==> config.mk <==
export PLATFORM = sky130hd
export DESIGN_NAME = lp_byte_feeder
export DESIGN_NICKNAME = d
export VERILOG_FILES = /design/src/rtl/lpf_pkg.sv /design/src/rtl/lpf_busy_sync.sv /design/src/rtl/lpf_phase_timer.sv /design/src/rtl/lpf_sequencer.sv /design/src/rtl/lp_byte_feeder.sv
export SDC_FILE = /design/constraint.sdc
export NUM_CORES = 1
export LEC_CHECK = 0
export BUFFER_PORTS_ARGS = -buffer_cell sky130_fd_sc_hd__buf_2
export CORE_MARGIN = 3
export CORE_UTILIZATION = 50
export CTS_CLUSTER_SIZE = 40
export DETAILED_ROUTE_END_ITERATION = 10
export PLACE_DENSITY = 0.75
export SLEW_MARGIN = 15
export SYNTH_ARGS = -nofsm -noshare
export SYNTH_HDL_FRONTEND = slang
export SYNTH_HIERARCHICAL = 1
export SYNTH_SLANG_ARGS = --single-unit
==> constraint.sdc <==
create_clock -name clk -period 4.1 [get_ports clk]
set_input_delay 0 -clock clk [delete_from_list [all_inputs] [get_ports clk]]
set_output_delay 0 -clock clk [all_outputs]
set_load 0.01 [all_outputs]
==> src/rtl/lpf_pkg.sv <==
// Shared types and helpers for the parallel printer byte feeder.
package lpf_pkg;

    // Sequencer phases of one byte transfer.
    typedef enum logic [2:0] {
        LPF_IDLE      = 3'd0,
        LPF_SETUP     = 3'd1,
        LPF_STROBE    = 3'd2,
        LPF_HOLD      = 3'd3,
        LPF_WAIT_RISE = 3'd4,
        LPF_WAIT_FALL = 3'd5
    } lpf_state_e;

    // Largest of four cycle counts, used to size the shared phase counter.
    function automatic int lpf_max4(input int a, input int b, input int c, input int d);
        int m;
        m = a;
        if (b > m) m = b;
        if (c > m) m = c;
        if (d > m) m = d;
        return m;
    endfunction

endpackage

==> src/rtl/lpf_busy_sync.sv <==
// Multi-stage synchronizer for the printer busy line.
// Assumes: the input is asynchronous and level-based. STAGES >= 2.
// The output lags the input by STAGES clock edges.
module lpf_busy_sync #(
    parameter int STAGES = 2
) (
    input  logic clk,
    input  logic rst_n,
    input  logic async_in,
    output logic sync_out
);

    logic [STAGES-1:0] chain_q;

    // Shift the asynchronous level through the flop chain.
    always_ff @(posedge clk) begin
        if (!rst_n) chain_q <= '0;
        else        chain_q <= {chain_q[STAGES-2:0], async_in};
    end

    assign sync_out = chain_q[STAGES-1];

endmodule

==> src/rtl/lpf_phase_timer.sv <==
// Cycle counter shared by all timed phases of the sequencer.
// Assumes: clear is raised in the first cycle of each phase, and limit >= 1.
// done is high in the last cycle of a phase of 'limit' cycles.
module lpf_phase_timer #(
    parameter int CNT_W = 5
) (
    input  logic             clk,
    input  logic             rst_n,
    input  logic             clear,
    input  logic [CNT_W-1:0] limit,
    output logic             done
);

    logic [CNT_W-1:0] count_q;

    // Restart on phase entry, otherwise count up.
    always_ff @(posedge clk) begin
        if (!rst_n || clear) count_q <= '0;
        else                 count_q <= count_q + 1'b1;
    end

    assign done = (count_q == limit - 1'b1);

endmodule

==> src/rtl/lpf_sequencer.sv <==
// Transfer sequencer: accepts a byte, times setup, strobe and hold, then waits
// for the busy rise and fall, with a timeout on the rise.
// Assumes: busy_s is already synchronized. The timer restarts on every state change.
module lpf_sequencer
    import lpf_pkg::*;
#(
    parameter int DATA_W     = 8,
    parameter int CNT_W      = 5,
    parameter int SETUP_CYC  = 2,
    parameter int STROBE_CYC = 3,
    parameter int HOLD_CYC   = 2,
    parameter int RISE_TMO   = 16
) (
    input  logic              clk,
    input  logic              rst_n,
    input  logic              in_valid,
    input  logic [DATA_W-1:0] in_data,
    input  logic              busy_s,
    input  logic              tmr_done,
    output logic              tmr_clear,
    output logic [CNT_W-1:0]  tmr_limit,
    output logic              in_ready,
    output logic [DATA_W-1:0] pd_data,
    output logic              pd_strobe_n,
    output logic              busy_timeout
);

    lpf_state_e        st_q, st_d;
    logic [DATA_W-1:0] data_q;
    logic              strobe_n_q;
    logic              tmo_q, tmo_d;
    logic              rise_seen_q;
    logic              accept;

    assign in_ready  = (st_q == LPF_IDLE) && !busy_s;
    assign accept    = in_ready && in_valid;
    assign tmr_clear = (st_d != st_q);

    // Pick the length of the current timed phase.
    always_comb begin
        case (st_q)
            LPF_SETUP:     tmr_limit = CNT_W'(SETUP_CYC);
            LPF_STROBE:    tmr_limit = CNT_W'(STROBE_CYC);
            LPF_HOLD:      tmr_limit = CNT_W'(HOLD_CYC);
            LPF_WAIT_RISE: tmr_limit = CNT_W'(RISE_TMO);
            default:       tmr_limit = CNT_W'(1);
        endcase
    end

    // Next-state decision for the transfer phases.
    always_comb begin
        st_d  = st_q;
        tmo_d = 1'b0;
        case (st_q)
            LPF_IDLE:      if (accept)   st_d = LPF_SETUP;
            LPF_SETUP:     if (tmr_done) st_d = LPF_STROBE;
            LPF_STROBE:    if (tmr_done) st_d = LPF_HOLD;
            LPF_HOLD:      if (tmr_done) st_d = LPF_WAIT_RISE;
            LPF_WAIT_RISE: begin
                if (rise_seen_q || busy_s) begin
                    st_d = LPF_WAIT_FALL;
                end else if (tmr_done) begin
                    st_d  = LPF_IDLE;
                    tmo_d = 1'b1;
                end
            end
            LPF_WAIT_FALL: if (!busy_s)  st_d = LPF_IDLE;
            default:       st_d = LPF_IDLE;
        endcase
    end

    // State, strobe and timeout flag registers.
    always_ff @(posedge clk) begin
        if (!rst_n) begin
            st_q       <= LPF_IDLE;
            strobe_n_q <= 1'b1;
            tmo_q      <= 1'b0;
        end else begin
            st_q       <= st_d;
            strobe_n_q <= (st_d != LPF_STROBE);
            tmo_q      <= tmo_d;
        end
    end

    // Data latch: loads only on acceptance.
    always_ff @(posedge clk) begin
        if (!rst_n)      data_q <= '0;
        else if (accept) data_q <= in_data;
    end

    // Remember a busy rise seen during strobe, hold or rise wait.
    always_ff @(posedge clk) begin
        if (!rst_n || accept) begin
            rise_seen_q <= 1'b0;
        end else if (busy_s && (st_q == LPF_STROBE || st_q == LPF_HOLD ||
                                st_q == LPF_WAIT_RISE)) begin
            rise_seen_q <= 1'b1;
        end
    end

    assign pd_data      = data_q;
    assign pd_strobe_n  = strobe_n_q;
    assign busy_timeout = tmo_q;


    ready_strobe_chk: assert property (@(posedge clk) disable iff (!rst_n)
        in_ready |-> pd_strobe_n);


    data_hold_chk: assert property (@(posedge clk) disable iff (!rst_n)
        !in_ready |=> $stable(pd_data));


    strobe_phase_chk: assert property (@(posedge clk) disable iff (!rst_n)
        !pd_strobe_n |-> (st_q == LPF_STROBE));


    fall_wait_chk: assert property (@(posedge clk) disable iff (!rst_n)
        (st_q == LPF_WAIT_FALL && busy_s) |=> (st_q == LPF_WAIT_FALL));


    timeout_single_chk: assert property (@(posedge clk) disable iff (!rst_n)
        busy_timeout |=> !busy_timeout);


    timeout_idle_chk: assert property (@(posedge clk) disable iff (!rst_n)
        busy_timeout |-> (st_q == LPF_IDLE));

endmodule

==> src/rtl/lp_byte_feeder.sv <==
// Parallel printer byte feeder: paces a valid/ready byte producer to a slow
// printer through a strobe and busy handshake.
// Assumes: pd_busy is asynchronous. All cycle parameters are >= 1.
module lp_byte_feeder #(
    parameter int DATA_W      = 8,
    parameter int SETUP_CYC   = 2,
    parameter int STROBE_CYC  = 3,
    parameter int HOLD_CYC    = 2,
    parameter int RISE_TMO    = 16,
    parameter int SYNC_STAGES = 2
) (
    input  logic              clk,
    input  logic              rst_n,
    input  logic              in_valid,
    input  logic [DATA_W-1:0] in_data,
    output logic              in_ready,
    output logic [DATA_W-1:0] pd_data,
    output logic              pd_strobe_n,
    input  logic              pd_busy,
    output logic              busy_timeout
);

    localparam int MAX_CNT = lpf_pkg::lpf_max4(SETUP_CYC, STROBE_CYC, HOLD_CYC, RISE_TMO);
    localparam int CNT_W   = $clog2(MAX_CNT + 1);

    logic             busy_s;
    logic             tmr_clear;
    logic             tmr_done;
    logic [CNT_W-1:0] tmr_limit;

    lpf_busy_sync #(.STAGES(SYNC_STAGES)) u_sync (
        .clk      (clk),
        .rst_n    (rst_n),
        .async_in (pd_busy),
        .sync_out (busy_s)
    );

    lpf_phase_timer #(.CNT_W(CNT_W)) u_timer (
        .clk   (clk),
        .rst_n (rst_n),
        .clear (tmr_clear),
        .limit (tmr_limit),
        .done  (tmr_done)
    );

    lpf_sequencer #(
        .DATA_W     (DATA_W),
        .CNT_W      (CNT_W),
        .SETUP_CYC  (SETUP_CYC),
        .STROBE_CYC (STROBE_CYC),
        .HOLD_CYC   (HOLD_CYC),
        .RISE_TMO   (RISE_TMO)
    ) u_seq (
        .clk          (clk),
        .rst_n        (rst_n),
        .in_valid     (in_valid),
        .in_data      (in_data),
        .busy_s       (busy_s),
        .tmr_done     (tmr_done),
        .tmr_clear    (tmr_clear),
        .tmr_limit    (tmr_limit),
        .in_ready     (in_ready),
        .pd_data      (pd_data),
        .pd_strobe_n  (pd_strobe_n),
        .busy_timeout (busy_timeout)
    );

endmodule

==> results.ini <==
[finish]
n_antenna_cell = 0
syn2layout_area_growth_pct = 22.0
finalNetCount = 163
final_core_util_pct = 68.2
final_cell_area_um2 = 1250
layout-drive-gt1-share_pct = 20.9
instances_no_fill = 173

[clocking]
htree_levels = 1
cts.sinks = 21
clockBufferDepth = 2
cts.clk_slew.worst_paths_ns = 0.12
cts_setup_buffers = 0
root_buffer = clkbuf_4
ctsResizeCount = 0
cts_tree = done
cts-buffers-inserted = 3
clock_latency_ns = 0.31

[timing]
hold_viol = 0
rsz0062_at_grt = false
setup-violations-final = 0
fin_tns_setup_ns = 0
worst_pin_slew_ns = 0.704
drv_slew = 0
fmax_mhz = 304
skew_ns = 0.00987
max_slew_margin_pct = 52.8
whs_ns = 0.0334
fin_crit_sh_pct = 80.1
fin_crit_ns = 3.28

[grt]
grt_max_degree = 17
overflow = 0
grt_pass1_wl_um = 3510
antenna_found_initial = 0
grtUsageTotal_pct = 17.8
grt_pass1_vias = 848

[worst_setup_path]
r2r_slack_ns = 0.82
worstReg2RegEnd = u_timer/count_q[2]$_SDFF_PP0_
criticalPathCategory = flip-flop to flip-flop
path_max_fanout = 7
worstPathArrival_ns = 3.50
startpoint_type = flip-flop
end_kind = flip-flop
crit_required_ns = 4.32
rr_worst_depth = 13
reg2reg_from = u_seq/st_q[2]$_SDFF_PN0_

[synth]
netlist_area_um2 = 1030
post_synth.cell_area_avg_um2 = 8.71
ys_seq_elements = 21
synthArstFlopShare_pct = 0
ys_types = 36
synth_edf_count = 0
ys_warn_count = 6
synth-seq-area-share_pct = 40.9
synthCells = 118
synthFlopType = dfxtp_1

[floorplan]
die_area_um2 = 2630
fp.dieW_um = 51.3
placeableCoreArea_um2 = 1840
rows = 15
start_util_pct = 55.9
die_y_um = 51.3
io_pins = 23

[placement]
routabilityCongestion = 0.967
place_hpwl_um = 1390
dpl.cell_count = 160
io_buffers = 22
place_area_um2 = 1130

[routing]
vias_per_cell = 5.18
drtIter0Drc = 18
ant_nets = 0
vias = 896
wl_per_cell_um = 11.5
firstDrtPassIters = 4
drcViolationCount = 0
wl_um = 1990

[power_and_ir_drop]
peakVddDrop_mv = 0.293
power_density_nw_per_um2 = 337
cellLeakagePower_uw = 0.000534

[status]
status = finished clean

[min_path]
hp-start = rst_n
min_path_cells = 3
min_to = u_seq/rise_seen_q$_SDFFE_PP0P_
hp-class = input pin to flip-flop

[run]
max-cap-violations = 0

metrics by stage:
stage                     worst slack [ns]  power, uW
after global routing                 0.515        448
after CTS                            0.868        426
after global placement                1.02        315
final                                0.815        423
after floorplan                       1.25        297
after detailed placement             0.865        318
logic make-up (layout without fill, tap and decap cells):
family                     count (synthesis)  after routing  share of synthesized area [%]
AOI/OAI and AO/OA                         23             23                           15.6
xor gates and xnor gates                   9              9                           7.67
adders and majority gates                  2              2                           2.44
buffers and inverters                     12             41                           5.97
DFF                                       21             21                           40.9
other                                      1              2                          0.365
and+or+nand+nor                           50             50                           27.0
flip-flops by register name, summed over array words and instances (netlist names):
register            count
u_timer/count_q         5
u_seq/pd_strobe_n       1
u_sync/chain_q          2
u_seq/busy_timeout      1
u_seq/rise_seen_q       1
u_seq/pd_data           8
u_seq/st_q              3
power breakdown:
part	internal, uW	leakage, uW	total [uW]	switching, uW
registers	216	0.000172	228	12.4
clock network	37.3	0.0000139	102	64.8
logic	44.7	0.000349	92.5	47.8
total	298	0.000534	423	125
repair_timing:
item | 4_1_cts | 5_1_grt
endpoints found under the setup margin | 0 | 0
endpoints found under the hold margin | 9 | 0
hold buffers | 9 | 0
cell usage after synthesis (2+ instances only):
library cell,number,area (um^2)
nor2_1,10,37.5
a21boi_0,2,15.0
buf_4,2,15.0
clkbuf_1,2,7.51
nor2b_1,3,18.8
o21ai_0,5,25.0
and2_1,2,12.5
nand3_1,11,55.1
a21oi_1,3,15.0
nand2_1,12,45.0
xor2_1,4,35.0
a21boi_1,8,60.1
xnor2_1,5,43.8
inv_1,6,22.5
ha_1,2,25.0
dfxtp_1,21,420
area by class of cell:
class,instances,area (um^2)
clock buffers,3,22.5
clock inverters,1,7.51
fillers,155,586
inverters,6,22.5
multi-input cells,86,549
flip-flops and latches,21,420
well taps,25,31.3
repair buffers,31,200
how the worst max path moves through the flow:
stage | start | endpoint | slack [ns]
2_1_floorplan | u_seq/st_q[0]$_SDFF_PN0_ | u_timer/count_q[2]$_SDFF_PP0_ | 1.25
3_3_place_gp | u_seq/st_q[2]$_SDFF_PN0_ | u_timer/count_q[4]$_SDFF_PP0_ | 1.02
3_5_place_dp | u_seq/st_q[2]$_SDFF_PN0_ | u_timer/count_q[4]$_SDFF_PP0_ | 0.87
4_1_cts | u_seq/st_q[2]$_SDFF_PN0_ | u_timer/count_q[4]$_SDFF_PP0_ | 0.87
5_1_grt | u_seq/st_q[0]$_SDFF_PN0_ | u_timer/count_q[4]$_SDFF_PP0_ | 0.52
6_report | u_seq/st_q[2]$_SDFF_PN0_ | u_timer/count_q[2]$_SDFF_PP0_ | 0.82
per-layer routing:
metal / part of all wire, % / wire [um] / track usage, %
met1: 47 / 925 / 20.9
met2: 48 / 945 / 29.6
met3: 4.7 / 93 / 6.41
met4: 1.2 / 23 / 6.11
met5: 0 / 0 / 0
placed cells by master, fill, tap and decap left out, drive strengths merged, types with 2 or more instances in the layout:
cell type,synthesis,final
buf,4,22
inv,6,6
nand3,11,11
clkbuf,2,3
o21ai,6,6
xnor2,5,5
xor2,4,4
dlygate4sd3,0,9
and2,2,2
nor2,10,10
dfxtp,21,21
conb,1,2
nand2,13,13
nor3,2,2
nor2b,3,3
ha,2,2
a21boi,10,10
a21oi,3,3
critical path, stage by stage (launching register included):
cell	delay, ns
dfxtp_1	0.45
inv_1	0.16
nor3_2	0.32
a21oi_1	0.13
inv_1	0.09
ha_1	0.19
nor4bb_1	0.35
o211ai_2	0.10
a311oi_1	0.63
a21oi_1	0.15
o21ai_0	0.22
a21bo_2	0.16
nand2b_1	0.18
nor2_1	0.07
Power figures use the tool's default switching activity.
